===== src/rtl/tally_pkg.sv =====
package tally_pkg;

    typedef enum logic [1:0] {
        MODE_STEPDIR = 2'd0,
        MODE_QUAD    = 2'd1,
        MODE_PULSE   = 2'd2,
        MODE_IDLE    = 2'd3
    } cnt_mode_e;

    // bit 4 div4, bit 3 enable, bit 2 aux role, bits 1:0 mode
    typedef struct packed {
        logic      div4;
        logic      en;
        logic      aux_latch;
        cnt_mode_e mode;
    } chan_cfg_t;

    localparam int CFG_W    = $bits(chan_cfg_t);
    localparam int ERR_BIT  = 8;
    localparam int SLOT_CFG = 0;
    localparam int SLOT_CNT = 1;
    localparam int SLOT_LA  = 2;
    localparam int SLOT_LB  = 3;

endpackage


===== src/rtl/tally_sync.sv =====
module tally_sync #(
    parameter int W = 3
) (
    input  logic         clk,
    input  logic         rst_n,
    input  logic [W-1:0] din,
    output logic [W-1:0] lvl,
    output logic [W-1:0] rise,
    output logic [W-1:0] fall
);

    typedef struct packed {
        logic [W-1:0] s1;
        logic [W-1:0] s2;
        logic [W-1:0] prev;
    } sync_st_t;

    sync_st_t st_d, st_q;

    always_comb begin
        st_d      = st_q;
        st_d.s1   = din;
        st_d.s2   = st_q.s1;
        st_d.prev = st_q.s2;
    end

    always_ff @(posedge clk) begin
        if (!rst_n) st_q <= '0;
        else        st_q <= st_d;
    end

    assign lvl  = st_q.s2;
    assign rise = st_q.s2 & ~st_q.prev;
    assign fall = ~st_q.s2 & st_q.prev;

endmodule


===== src/rtl/tally_refgen.sv =====
module tally_refgen #(
    parameter int REF_DIV = 6,
    parameter int PRE_DIV = 4
) (
    input  logic clk,
    input  logic rst_n,
    output logic tick,
    output logic tick_slow
);

    localparam int DW = (REF_DIV > 1) ? $clog2(REF_DIV) : 1;
    localparam int PW = (PRE_DIV > 1) ? $clog2(PRE_DIV) : 1;

    typedef struct packed {
        logic [DW-1:0] div;
        logic [PW-1:0] pre;
    } ref_st_t;

    ref_st_t st_d, st_q;
    logic    wrap;

    always_comb begin
        st_d = st_q;
        wrap = (st_q.div == DW'(REF_DIV - 1));
        if (wrap) begin
            st_d.div = '0;
            if (st_q.pre == PW'(PRE_DIV - 1)) st_d.pre = '0;
            else                             st_d.pre = st_q.pre + 1'b1;
        end else begin
            st_d.div = st_q.div + 1'b1;
        end
    end

    always_ff @(posedge clk) begin
        if (!rst_n) st_q <= '0;
        else        st_q <= st_d;
    end

    assign tick      = wrap;
    assign tick_slow = wrap && (st_q.pre == PW'(PRE_DIV - 1));

endmodule


===== src/rtl/tally_chan.sv =====
module tally_chan
    import tally_pkg::*;
#(
    parameter int CNT_W = 32
) (
    input  logic             clk,
    input  logic             rst_n,
    input  logic             cfg_we,
    input  chan_cfg_t        cfg_wdata,
    input  logic             pin_a,
    input  logic             pin_b,
    input  logic             pin_aux,
    input  logic             ref_tick,
    input  logic             ref_tick_slow,
    input  logic             cmd_clr,
    input  logic             cmd_lat,
    input  logic             cmd_errclr,
    output chan_cfg_t        cfg,
    output logic [CNT_W-1:0] count,
    output logic [CNT_W-1:0] lat_a,
    output logic [CNT_W-1:0] lat_b,
    output logic             err
);

    typedef struct packed {
        chan_cfg_t        cfg;
        logic [CNT_W-1:0] cnt;
        logic [CNT_W-1:0] la;
        logic [CNT_W-1:0] lb;
        logic             err;
    } chan_st_t;

    chan_st_t   st_d, st_q;
    logic [2:0] lvl, rise, fall;
    logic       chg_a, chg_b;
    logic       step_up, step_dn, bad_step;
    logic       aux_clr, aux_la, aux_lb;
    logic       do_clr, do_la, do_lb;
    logic       lvl_unused;

    tally_sync #(.W(3)) u_sync (
        .clk  (clk),
        .rst_n(rst_n),
        .din  ({pin_aux, pin_b, pin_a}),
        .lvl  (lvl),
        .rise (rise),
        .fall (fall)
    );

    assign lvl_unused = lvl[2];

    // step decode per mode
    always_comb begin
        step_up  = 1'b0;
        step_dn  = 1'b0;
        bad_step = 1'b0;
        chg_a    = rise[0] | fall[0];
        chg_b    = rise[1] | fall[1];
        case (st_q.cfg.mode)
            MODE_STEPDIR: begin
                step_up = rise[0] & lvl[1];
                step_dn = rise[0] & ~lvl[1];
            end
            MODE_QUAD: begin
                if (chg_a && chg_b) begin
                    bad_step = 1'b1;
                end else if (chg_a) begin
                    step_up = (lvl[0] != lvl[1]);
                    step_dn = (lvl[0] == lvl[1]);
                end else if (chg_b) begin
                    step_up = (lvl[1] == lvl[0]);
                    step_dn = (lvl[1] != lvl[0]);
                end
            end
            MODE_PULSE: begin
                step_up = st_q.cfg.div4 ? ref_tick_slow : ref_tick;
            end
            default: ;
        endcase
        if (!st_q.cfg.en) begin
            step_up  = 1'b0;
            step_dn  = 1'b0;
            bad_step = 1'b0;
        end
    end

    // auxiliary pin role per mode
    always_comb begin
        aux_clr = 1'b0;
        aux_la  = 1'b0;
        aux_lb  = 1'b0;
        case (st_q.cfg.mode)
            MODE_STEPDIR, MODE_QUAD: begin
                aux_clr = rise[2] & ~st_q.cfg.aux_latch;
                aux_la  = rise[2] & st_q.cfg.aux_latch;
            end
            MODE_PULSE: begin
                aux_la = rise[2];
                aux_lb = fall[2];
            end
            default: ;
        endcase
    end

    assign do_clr = cmd_clr | aux_clr;
    assign do_la  = cmd_lat | aux_la;
    assign do_lb  = aux_lb;

    always_comb begin
        st_d = st_q;
        if (cfg_we) st_d.cfg = cfg_wdata;
        if (do_la) st_d.la = st_q.cnt;
        if (do_lb) st_d.lb = st_q.cnt;
        if (do_clr)       st_d.cnt = '0;
        else if (step_up) st_d.cnt = st_q.cnt + 1'b1;
        else if (step_dn) st_d.cnt = st_q.cnt - 1'b1;
        if (cmd_errclr) st_d.err = 1'b0;
        if (bad_step)   st_d.err = 1'b1;
    end

    always_ff @(posedge clk) begin
        if (!rst_n) st_q <= '0;
        else        st_q <= st_d;
    end

    assign cfg   = st_q.cfg;
    assign count = st_q.cnt;
    assign lat_a = st_q.la;
    assign lat_b = st_q.lb;
    assign err   = st_q.err;

endmodule


===== src/rtl/tally_top.sv =====
module tally_top
    import tally_pkg::*;
#(
    parameter int NUM_CH  = 2,
    parameter int CNT_W   = 32,
    parameter int REF_DIV = 6,
    parameter int ADDR_W  = $clog2(4 * NUM_CH + 1)
) (
    input  logic              clk,
    input  logic              rst_n,
    input  logic              reg_we,
    input  logic [ADDR_W-1:0] reg_addr,
    input  logic [CNT_W-1:0]  reg_wdata,
    output logic [CNT_W-1:0]  reg_rdata,
    input  logic [NUM_CH-1:0] in_a,
    input  logic [NUM_CH-1:0] in_b,
    input  logic [NUM_CH-1:0] in_aux
);

    localparam int SEL_W = ADDR_W - 2;
    localparam logic [ADDR_W-1:0] CMD_ADDR = ADDR_W'(4 * NUM_CH);

    logic                         ref_tick, ref_tick_slow;
    logic                         cmd_hit;
    logic [NUM_CH-1:0]            cmd_clr, cmd_lat, cmd_errclr;
    logic [NUM_CH-1:0]            cfg_we;
    chan_cfg_t                    cfg_w [NUM_CH];
    logic [NUM_CH-1:0][CNT_W-1:0] cnt_w, lat_a_w, lat_b_w;
    logic [NUM_CH-1:0]            err_w, en_w;
    logic [SEL_W-1:0]             sel;
    logic [1:0]                   slot;
    logic                         wdata_unused;

    assign wdata_unused = ^reg_wdata;

    tally_refgen #(.REF_DIV(REF_DIV), .PRE_DIV(4)) u_ref (
        .clk      (clk),
        .rst_n    (rst_n),
        .tick     (ref_tick),
        .tick_slow(ref_tick_slow)
    );

    assign cmd_hit    = reg_we && (reg_addr == CMD_ADDR);
    assign cmd_clr    = cmd_hit ? reg_wdata[NUM_CH-1:0]          : '0;
    assign cmd_lat    = cmd_hit ? reg_wdata[2*NUM_CH-1:NUM_CH]   : '0;
    assign cmd_errclr = cmd_hit ? reg_wdata[3*NUM_CH-1:2*NUM_CH] : '0;

    for (genvar i = 0; i < NUM_CH; i++) begin : g_ch
        localparam logic [ADDR_W-1:0] BASE = ADDR_W'(4 * i);

        assign cfg_we[i] = reg_we && (reg_addr == BASE);
        assign en_w[i]   = cfg_w[i].en;

        tally_chan #(.CNT_W(CNT_W)) u_chan (
            .clk          (clk),
            .rst_n        (rst_n),
            .cfg_we       (cfg_we[i]),
            .cfg_wdata    (chan_cfg_t'(reg_wdata[CFG_W-1:0])),
            .pin_a        (in_a[i]),
            .pin_b        (in_b[i]),
            .pin_aux      (in_aux[i]),
            .ref_tick     (ref_tick),
            .ref_tick_slow(ref_tick_slow),
            .cmd_clr      (cmd_clr[i]),
            .cmd_lat      (cmd_lat[i]),
            .cmd_errclr   (cmd_errclr[i]),
            .cfg          (cfg_w[i]),
            .count        (cnt_w[i]),
            .lat_a        (lat_a_w[i]),
            .lat_b        (lat_b_w[i]),
            .err          (err_w[i])
        );
    end

    assign sel  = reg_addr[ADDR_W-1:2];
    assign slot = reg_addr[1:0];

    always_comb begin
        reg_rdata = '0;
        for (int i = 0; i < NUM_CH; i++) begin
            if (sel == SEL_W'(i)) begin
                case (slot)
                    2'(SLOT_CFG): begin
                        reg_rdata[CFG_W-1:0] = cfg_w[i];
                        reg_rdata[ERR_BIT]   = err_w[i];
                    end
                    2'(SLOT_CNT): reg_rdata = cnt_w[i];
                    2'(SLOT_LA):  reg_rdata = lat_a_w[i];
                    default:      reg_rdata = lat_b_w[i];
                endcase
            end
        end
    end

endmodule


===== config.mk =====
export PLATFORM = sky130hd
export DESIGN_NAME = tally_top
export DESIGN_NICKNAME = d
export VERILOG_FILES = /design/src/rtl/tally_pkg.sv /design/src/rtl/tally_sync.sv /design/src/rtl/tally_refgen.sv /design/src/rtl/tally_chan.sv /design/src/rtl/tally_top.sv
export SDC_FILE = /design/constraint.sdc
export NUM_CORES = 1
export LEC_CHECK = 0
export BUFFER_PORTS_ARGS = -buffer_cell sky130_fd_sc_hd__buf_2
export CORE_UTILIZATION = 40
export CTS_BUF_LIST = sky130_fd_sc_hd__clkbuf_4
export DETAILED_ROUTE_END_ITERATION = 10
export GPL_TIMING_DRIVEN = 1
export PLACE_DENSITY_LB_ADDON = 0.1
export RECOVER_POWER = 100
export SLEW_MARGIN = 20
export SYNTH_ARGS = -nofsm -noshare
export SYNTH_HDL_FRONTEND = slang
export SYNTH_SLANG_ARGS = --single-unit
export TNS_END_PERCENT = 10

===== constraint.sdc =====
create_clock -name clk -period 7.41 [get_ports clk]
set_input_delay 1.482 -clock clk [delete_from_list [all_inputs] [get_ports clk]]
set_output_delay 1.482 -clock clk [all_outputs]
set_load 0.005 [all_outputs]

Word-level counts from Yosys, hierarchy flattened. Cells that the tools add are included.

Bits in registers: 227. Latch bits: 0. Memory bits (writable): 0. Bits in read-only memories: 0. Output and inout bits: 32. Memories kept: 0.

$add $sub $neg: 6. Multiply operators: 0. Div/mod/pow operators: 0. $lt $le $gt $ge: 0. Eq/ne operators: 19. Shift operators: 0. Muxes and demuxes: 56. Bitwise logic cells: 29. Reduce and logical (&&, ||, !) cells: 20.

Operator list (number): 2-to-1 mux 32 bit (6); one-hot mux 23 bit (3 select lines) (2); adder 32 x 1 -> 32 bit (second input constant) (2); subtractor 32 x 1 -> 32 bit (second input constant) (2); 2-to-1 mux 1 bit (32); one-hot mux 5 bit (3 select lines) (2); one-hot mux 3 bit (3 select lines) (2); AND 3 bit (4); inverter 3 bit (4); one-hot mux 1 bit (3 select lines) (4); OR reduction 2 bit (5); AND 1 bit (8); equality test 2 x 1 -> 1 bit (second input constant) (4); equality test 2 bit (second input constant) (4); logical NOT 2 bit (4); 2-to-1 mux 2 bit (4); bitwise OR 1 bit (8); one-hot mux 1 bit (2 select lines) (4); nonzero test 2 bit (4); logical AND 1 bit (6); inverter 1 bit (5); equality test 1 bit (4); equality test 4 x 3 -> 1 bit (second input constant) (1); equality test 4 bit (second input constant) (1); other kinds (5) (8).

Depth between registers and ports, before layout.
Word-level depth: 10. Gate-level depth with buffers: 20.

By module. A second synthesis with hierarchy kept.

Cells, all modules: 1684. Area total of the unflattened synthesis: 13734.4 sq um.

By module, submodules not included: tally_chan at g_ch[1].u_chan (instances 1, cells each 700, area each 5619.1 sq um, sequential area each 2042.0 sq um); tally_chan at g_ch[0].u_chan (instances 1, cells each 673, area each 5382.7 sq um, sequential area each 2042.0 sq um); tally_top (instances 1, cells each 234, area each 1900.6 sq um, sequential area each 0.0 sq um); tally_sync (instances 2, cells each 27, area each 296.5 sq um, sequential area each 180.2 sq um); tally_refgen (instances 1, cells each 23, area each 239.0 sq um, sequential area each 100.1 sq um).

Least setup slack after synthesis. OpenSTA, ideal clock, no wires.

Kind: register -> register. From: register g_ch[0].u_chan.u_sync.st_q, in the netlist g_ch[0].u_chan.u_sync.lvl[0]. To: register g_ch[0].u_chan.st_q, in the netlist g_ch[0].u_chan.count[30]. Setup time: 0.071 ns. Arrival time: 5.554 ns. Data required time: 7.339 ns. Path slack: 1.786 ns. Stages on the path, launching flop included: 18. Period minus slack after synthesis: 5.624 ns. Cells stage by stage: dfxtp_1 -> ha_1 -> xnor2_1 -> and3b_1 -> o21ai_0 -> a21oi_1 -> o21ai_0 -> ha_1 -> nor2b_4 -> o21ai_2 -> a21o_2 -> a211oi_2 -> o31ai_2 -> a211oi_1 -> or4_4 -> nand3_1 -> or3b_1 -> a21oi_1.

Word-level cells in the longest chain between the ends: 8. Elaborated cells between the ends (all ways): 23.

Ends and longest elaborated chain: start: declaration (line tally_sync.sv:18) `sync_st_t st_d, st_q;`; start signal: assignment (line tally_sync.sv:29) `else st_q <= st_d;`; inverter 3 bit (line tally_sync.sv:34) `assign fall = ~st_q.s2 & st_q.prev;`; AND 3 bit (line tally_sync.sv:34); bitwise OR 1 bit (line tally_chan.sv:57) `chg_a = rise[0] | fall[0];`; 2-to-1 mux 1 bit or logical AND 1 bit (tied branches) (line tally_chan.sv:67, tally_chan.sv:65); 2-to-1 mux 1 bit (line tally_chan.sv:65) `if (chg_a && chg_b) begin`; one-hot mux 1 bit (3 select lines) or one-hot mux 1 bit (2 select lines) (tied branches) (line tally_chan.sv:59) `case (st_q.cfg.mode)`; 2-to-1 mux 1 bit (line tally_chan.sv:80) `if (!st_q.cfg.en) begin`; 2-to-1 mux 32 bit or nonzero test 2 bit (tied branches); end signal: assignment (line tally_chan.sv:123) `else st_q <= st_d;`; end: declaration (line tally_chan.sv:33) `chan_st_t st_d, st_q;`.

Several ways; a longest one is shown, not always the timed one. A chain may end at the register's enable or synchronous reset.

Worst setup path after layout.
From: input port reg_addr[0]. To: output port reg_rdata[5].

Word-level cells in the longest chain between the ends: 5. Elaborated cells between the ends (all ways): 7.

Ends and longest elaborated chain: start: declaration (line tally_top.sv:12) `input logic [ADDR_W-1:0] reg_addr,`; equality test 2 bit, or another cell as far along (line tally_top.sv:82) `case (slot)`; one-hot mux 3 bit (3 select lines) (line tally_top.sv:82); 2-to-1 mux 32 bit (line tally_top.sv:81) `if (sel == SEL_W'(i)) begin`; one-hot mux 3 bit (3 select lines) (line tally_top.sv:82); 2-to-1 mux 32 bit (*) (line tally_top.sv:81); end: declaration (line tally_top.sv:14) `output logic [CNT_W-1:0] reg_rdata,`.

Mark *: on every way between the ends. The rest lies on a longest branch, timed or not.

==> results.py <==
metrics = {
    "outcome": {
        "run_status": "finished, violations left",
        "violations": "capacitance limit, slew limit",
    },
    "route": {
        "ant_nets": 0,
        "wire_per_inst_um": 17.4,
        "drt_iter0_drc": 633,
        "wl_um": 36400,
        "via_per_inst": 5.35,
        "vias": 11206,
        "firstDrtPassIters": 5,
        "route.detailed.drc": 0,
    },
    "worst_setup_path": {
        "arrival_ns": 4.52,
        "critPathCaptureType": "output pin",
        "r2r_setup_slack_ns": 2.36,
        "startpoint": "reg_addr[0]",
        "critPathSlowestCell": "nor2b_4",
        "regToRegEndpoint": "g_ch[0].u_chan.count[30]",
        "critPathLaunchType": "input port",
        "critical_path_required_ns": 5.93,
        "path_max_fanout": 31,
        "critPathBufInv": 3,
        "cp.depth": 6,
        "cp_cell_sequence": "clkbuf_1, nor2b_4, buf_4, a22oi_1, a211oi_1, clkbuf_2",
        "cp_top_family": "buffers and inverters",
        "crit_type": "in -> out",
        "slowest_delay_ns": 0.96,
        "worstReg2RegStart": "g_ch[0].u_chan.u_sync.lvl[0]",
        "endpoint": "reg_rdata[5]",
        "ff2ff_path_depth": 18,
    },
    "logic_synthesis": {
        "synth_flop_cell": "dfxtp_1",
        "async_flop_share_pct": 0,
        "synth-edff-count": 0,
        "synth_cells": 1573,
        "syn-num-nets": 1685,
        "synthTopCellsByArea": "dfxtp_1 (34%), nand2_1 (8.9%), ha_1 (6.1%)",
        "syn_avg_cell_area_sq_um": 8.43,
        "syn-cell-area_sq_um": 13300,
        "synth.largest_area_cell": "dfxtp_1",
        "yosysTopAreaCellShare_pct": 34.3,
        "synth_cell_types": 75,
        "yosys_warnings": 0,
        "ys_seq_elements": 227,
        "yosysSeqAreaShare_pct": 34.3,
    },
    "floorplan": {
        "core-area_sq_um": 32500,
        "dieArea_sq_um": 33900,
        "io_pins": 77,
        "initial_core_util_pct": 40.7,
        "die_y_um": 184,
        "rows": 66,
        "dieWidth_um": 184,
    },
    "power": {
        "power_density_nw_per_um2": 176,
        "p_leak_uw": 0.00547,
        "power_uw": 2560,
        "ir_drop_v": 0.0000960,
    },
    "job": {
        "drv_cap": 6,
    },
    "sta": {
        "drv_slew": 300,
        "tns_ns": 0,
        "max_slew_margin_pct": -123,
        "finalSetupViolations": 0,
        "period_share_pct": 81.0,
        "worst_pin_slew_ns": 3.35,
        "period_minus_slack_ns": 6.00,
        "skew_ns": 0.0324,
        "fmaxAchievable_mhz": 167,
        "grt_setup_unrepaired": "false",
        "hold_viol": 0,
    },
    "global_route": {
        "grt_overflow": 0,
        "grt_pass1_wl_um": 58700,
        "grtUsageTotal_pct": 22.0,
        "met2_usage_pct": 34.0,
        "antenna_found_initial": 1,
        "grt_pass1_vias": 10724,
        "busiest_layer": "met2",
        "met1_usage_pct": 30.9,
        "grtUsageMet3_pct": 4.38,
        "grt_max_degree": 92,
    },
    "worst_hold_path": {
        "hold_class": "reg -> reg",
    },
    "finish": {
        "layout_common_cells": "nand2_1 (313), dfxtp_1 (227), a21boi_0 (104), clkbuf_4 (100), a21oi_1 (93)",
        "drive_above_1_share_pct": 14.2,
        "area_delta_synth_final_pct": 9.85,
        "layout.nets": 1724,
        "final_common_cell": "nand2_1",
    },
    "clock_network": {
        "clk_latency_ns": 0.70,
        "ctsHtreeMaxLevel": 3,
        "cts_buffers": 70,
        "root_buffer": "clkbuf_4",
        "cts_tree": "built",
        "cts_buffer_depth": 3,
        "postCtsSetupBuffers": 0,
        "cts_num_sinks": 227,
        "cts_hold_buf": 0,
        "cts_resized": 0,
        "clk_pin_slew_ns": 0.06,
    },
    "placed_design": {
        "post-dp-hpwl_um": 23700,
        "place_congestion": 0.833,
        "portBuffers": 50,
    },
}
==> worst register-to-register path, cell delays in order, from the launching register on <==
cell and delay (ns):
dfxtp_1 0.42, ha_1 0.30, xnor2_1 0.26, nor3b_1 0.09, o21ai_0 0.17, a21oi_1 0.10, o21ai_2 0.82, inv_1 0.15
fa_1 0.47, nor2b_4 0.14, o21ai_0 0.11, a21o_2 0.27, a211oi_1 0.38, o31ai_2 0.13, a211oi_1 0.43, or4_1 0.21
a21oi_1 0.06, or3b_1 0.34, a21oi_1 0.14
==> power breakdown <==
part           leakage, uW  switching (uW)  internal, uW  total, uW
Sequential         0.00183            6.74          1230       1230
Clock             0.000489             556           612       1170
Combinational      0.00315            96.6          60.1        157
Total              0.00547             660          1900       2560
==> state kept, by name (all words and copies together), names as in the netlist <==
signal,flops
g_ch.u_chan.u_sync.st_d,6
g_ch.u_chan.u_sync.lvl,6
g_ch.u_chan.err,2
g_ch.u_chan.lat_a,64
g_ch.u_chan.cfg,10
g_ch.u_chan.count,64
g_ch.u_chan.u_sync.st_q,6
g_ch.u_chan.lat_b,64
u_ref.st_q,5
==> cells in the mapped netlist (4+ instances only) <==
master,number
a22oi_1,30
a21boi_0,104
o21bai_1,7
a31oi_1,6
buf_2,11
inv_1,25
o21ai_0,44
nand3b_1,4
nand3_1,22
a21oi_1,93
or3_1,4
nand2_1,313
a21o_1,25
nor2_1,72
o211ai_1,5
or2_2,6
dfxtp_1,227
a221oi_1,26
nor3_1,11
and3_1,5
a211oi_1,50
nor2b_1,48
mux2_2,52
xor2_1,25
nand4_1,6
mux2i_1,47
clkbuf_1,80
nand2b_1,10
xnor2_1,32
mux4_2,12
ha_1,65
buf_1,8
and2_1,27
o21a_1,7
==> per-layer routing <==
metal / wire length, um / vias up
li1: - / 5695
met4: 637 / 0
met2: 16000 / 184
met5: 0 / -
met1: 18400 / 5278
met3: 1380 / 49
==> cell families (layout without fill, tap and decap cells) <==
kind of cell | after synthesis | count (layout) | share of synthesized area (%)
compound gates | 437 | 437 | 23.0
mux | 111 | 111 | 10.0
other cells | 0 | 1 | 0
simple gates | 547 | 547 | 18.7
flops | 227 | 227 | 34.3
buf+inv | 127 | 206 | 3.82
fa+ha+maj | 67 | 67 | 6.44
xor+xnor | 57 | 57 | 3.77
==> layout make-up <==
class | count | area [sq um]
antenna | 1 | 2.50
clock buffer | 100 | 751
clock inverter | 12 | 48.8
fill | 3390 | 18000
inverter | 25 | 93.8
multi-input combinational | 1219 | 8220
sequential | 227 | 4540
tap | 442 | 553
timing repair buffer | 69 | 344
==> per-stage QoR <==
stage | instances | hold slack (ns) | worst slack [ns] | util, % | cell area, sq um
finish | 2095 | 0.430 | 1.41 | 44.8 | 14600
global placement | 1982 | 0.417 | 1.92 | 42.6 | 13900
floorplan | 1573 | 0.412 | 1.79 | - | 13300
CTS | 2094 | 0.437 | 1.96 | 45.1 | 14700
global route | 2095 | 0.444 | 1.23 | 44.8 | 14600
detailed placement | 1982 | 0.420 | 1.96 | 42.6 | 13900
==> how the worst min path moves through the flow <==
| stage | end | depth (start not counted) | slack, ns | startpoint |
|---|---|---|---|---|
| finish | g_ch[1].u_chan.u_sync.lvl[1] | 1 | 0.43 | g_ch[1].u_chan.u_sync.st_d[4] |
| global route | g_ch[1].u_chan.u_sync.lvl[1] | 1 | 0.44 | g_ch[1].u_chan.u_sync.st_d[4] |
| CTS | g_ch[1].u_chan.u_sync.lvl[1] | 1 | 0.44 | g_ch[1].u_chan.u_sync.st_d[4] |
| detailed placement | g_ch[0].u_chan.u_sync.lvl[1] | 1 | 0.42 | g_ch[0].u_chan.u_sync.st_d[4] |
| global placement | g_ch[1].u_chan.u_sync.lvl[0] | 1 | 0.42 | g_ch[1].u_chan.u_sync.st_d[3] |
| floorplan | g_ch[0].u_chan.u_sync.lvl[0] | 1 | 0.41 | g_ch[0].u_chan.u_sync.st_d[3] |
(Power assumes the default switching activity.)
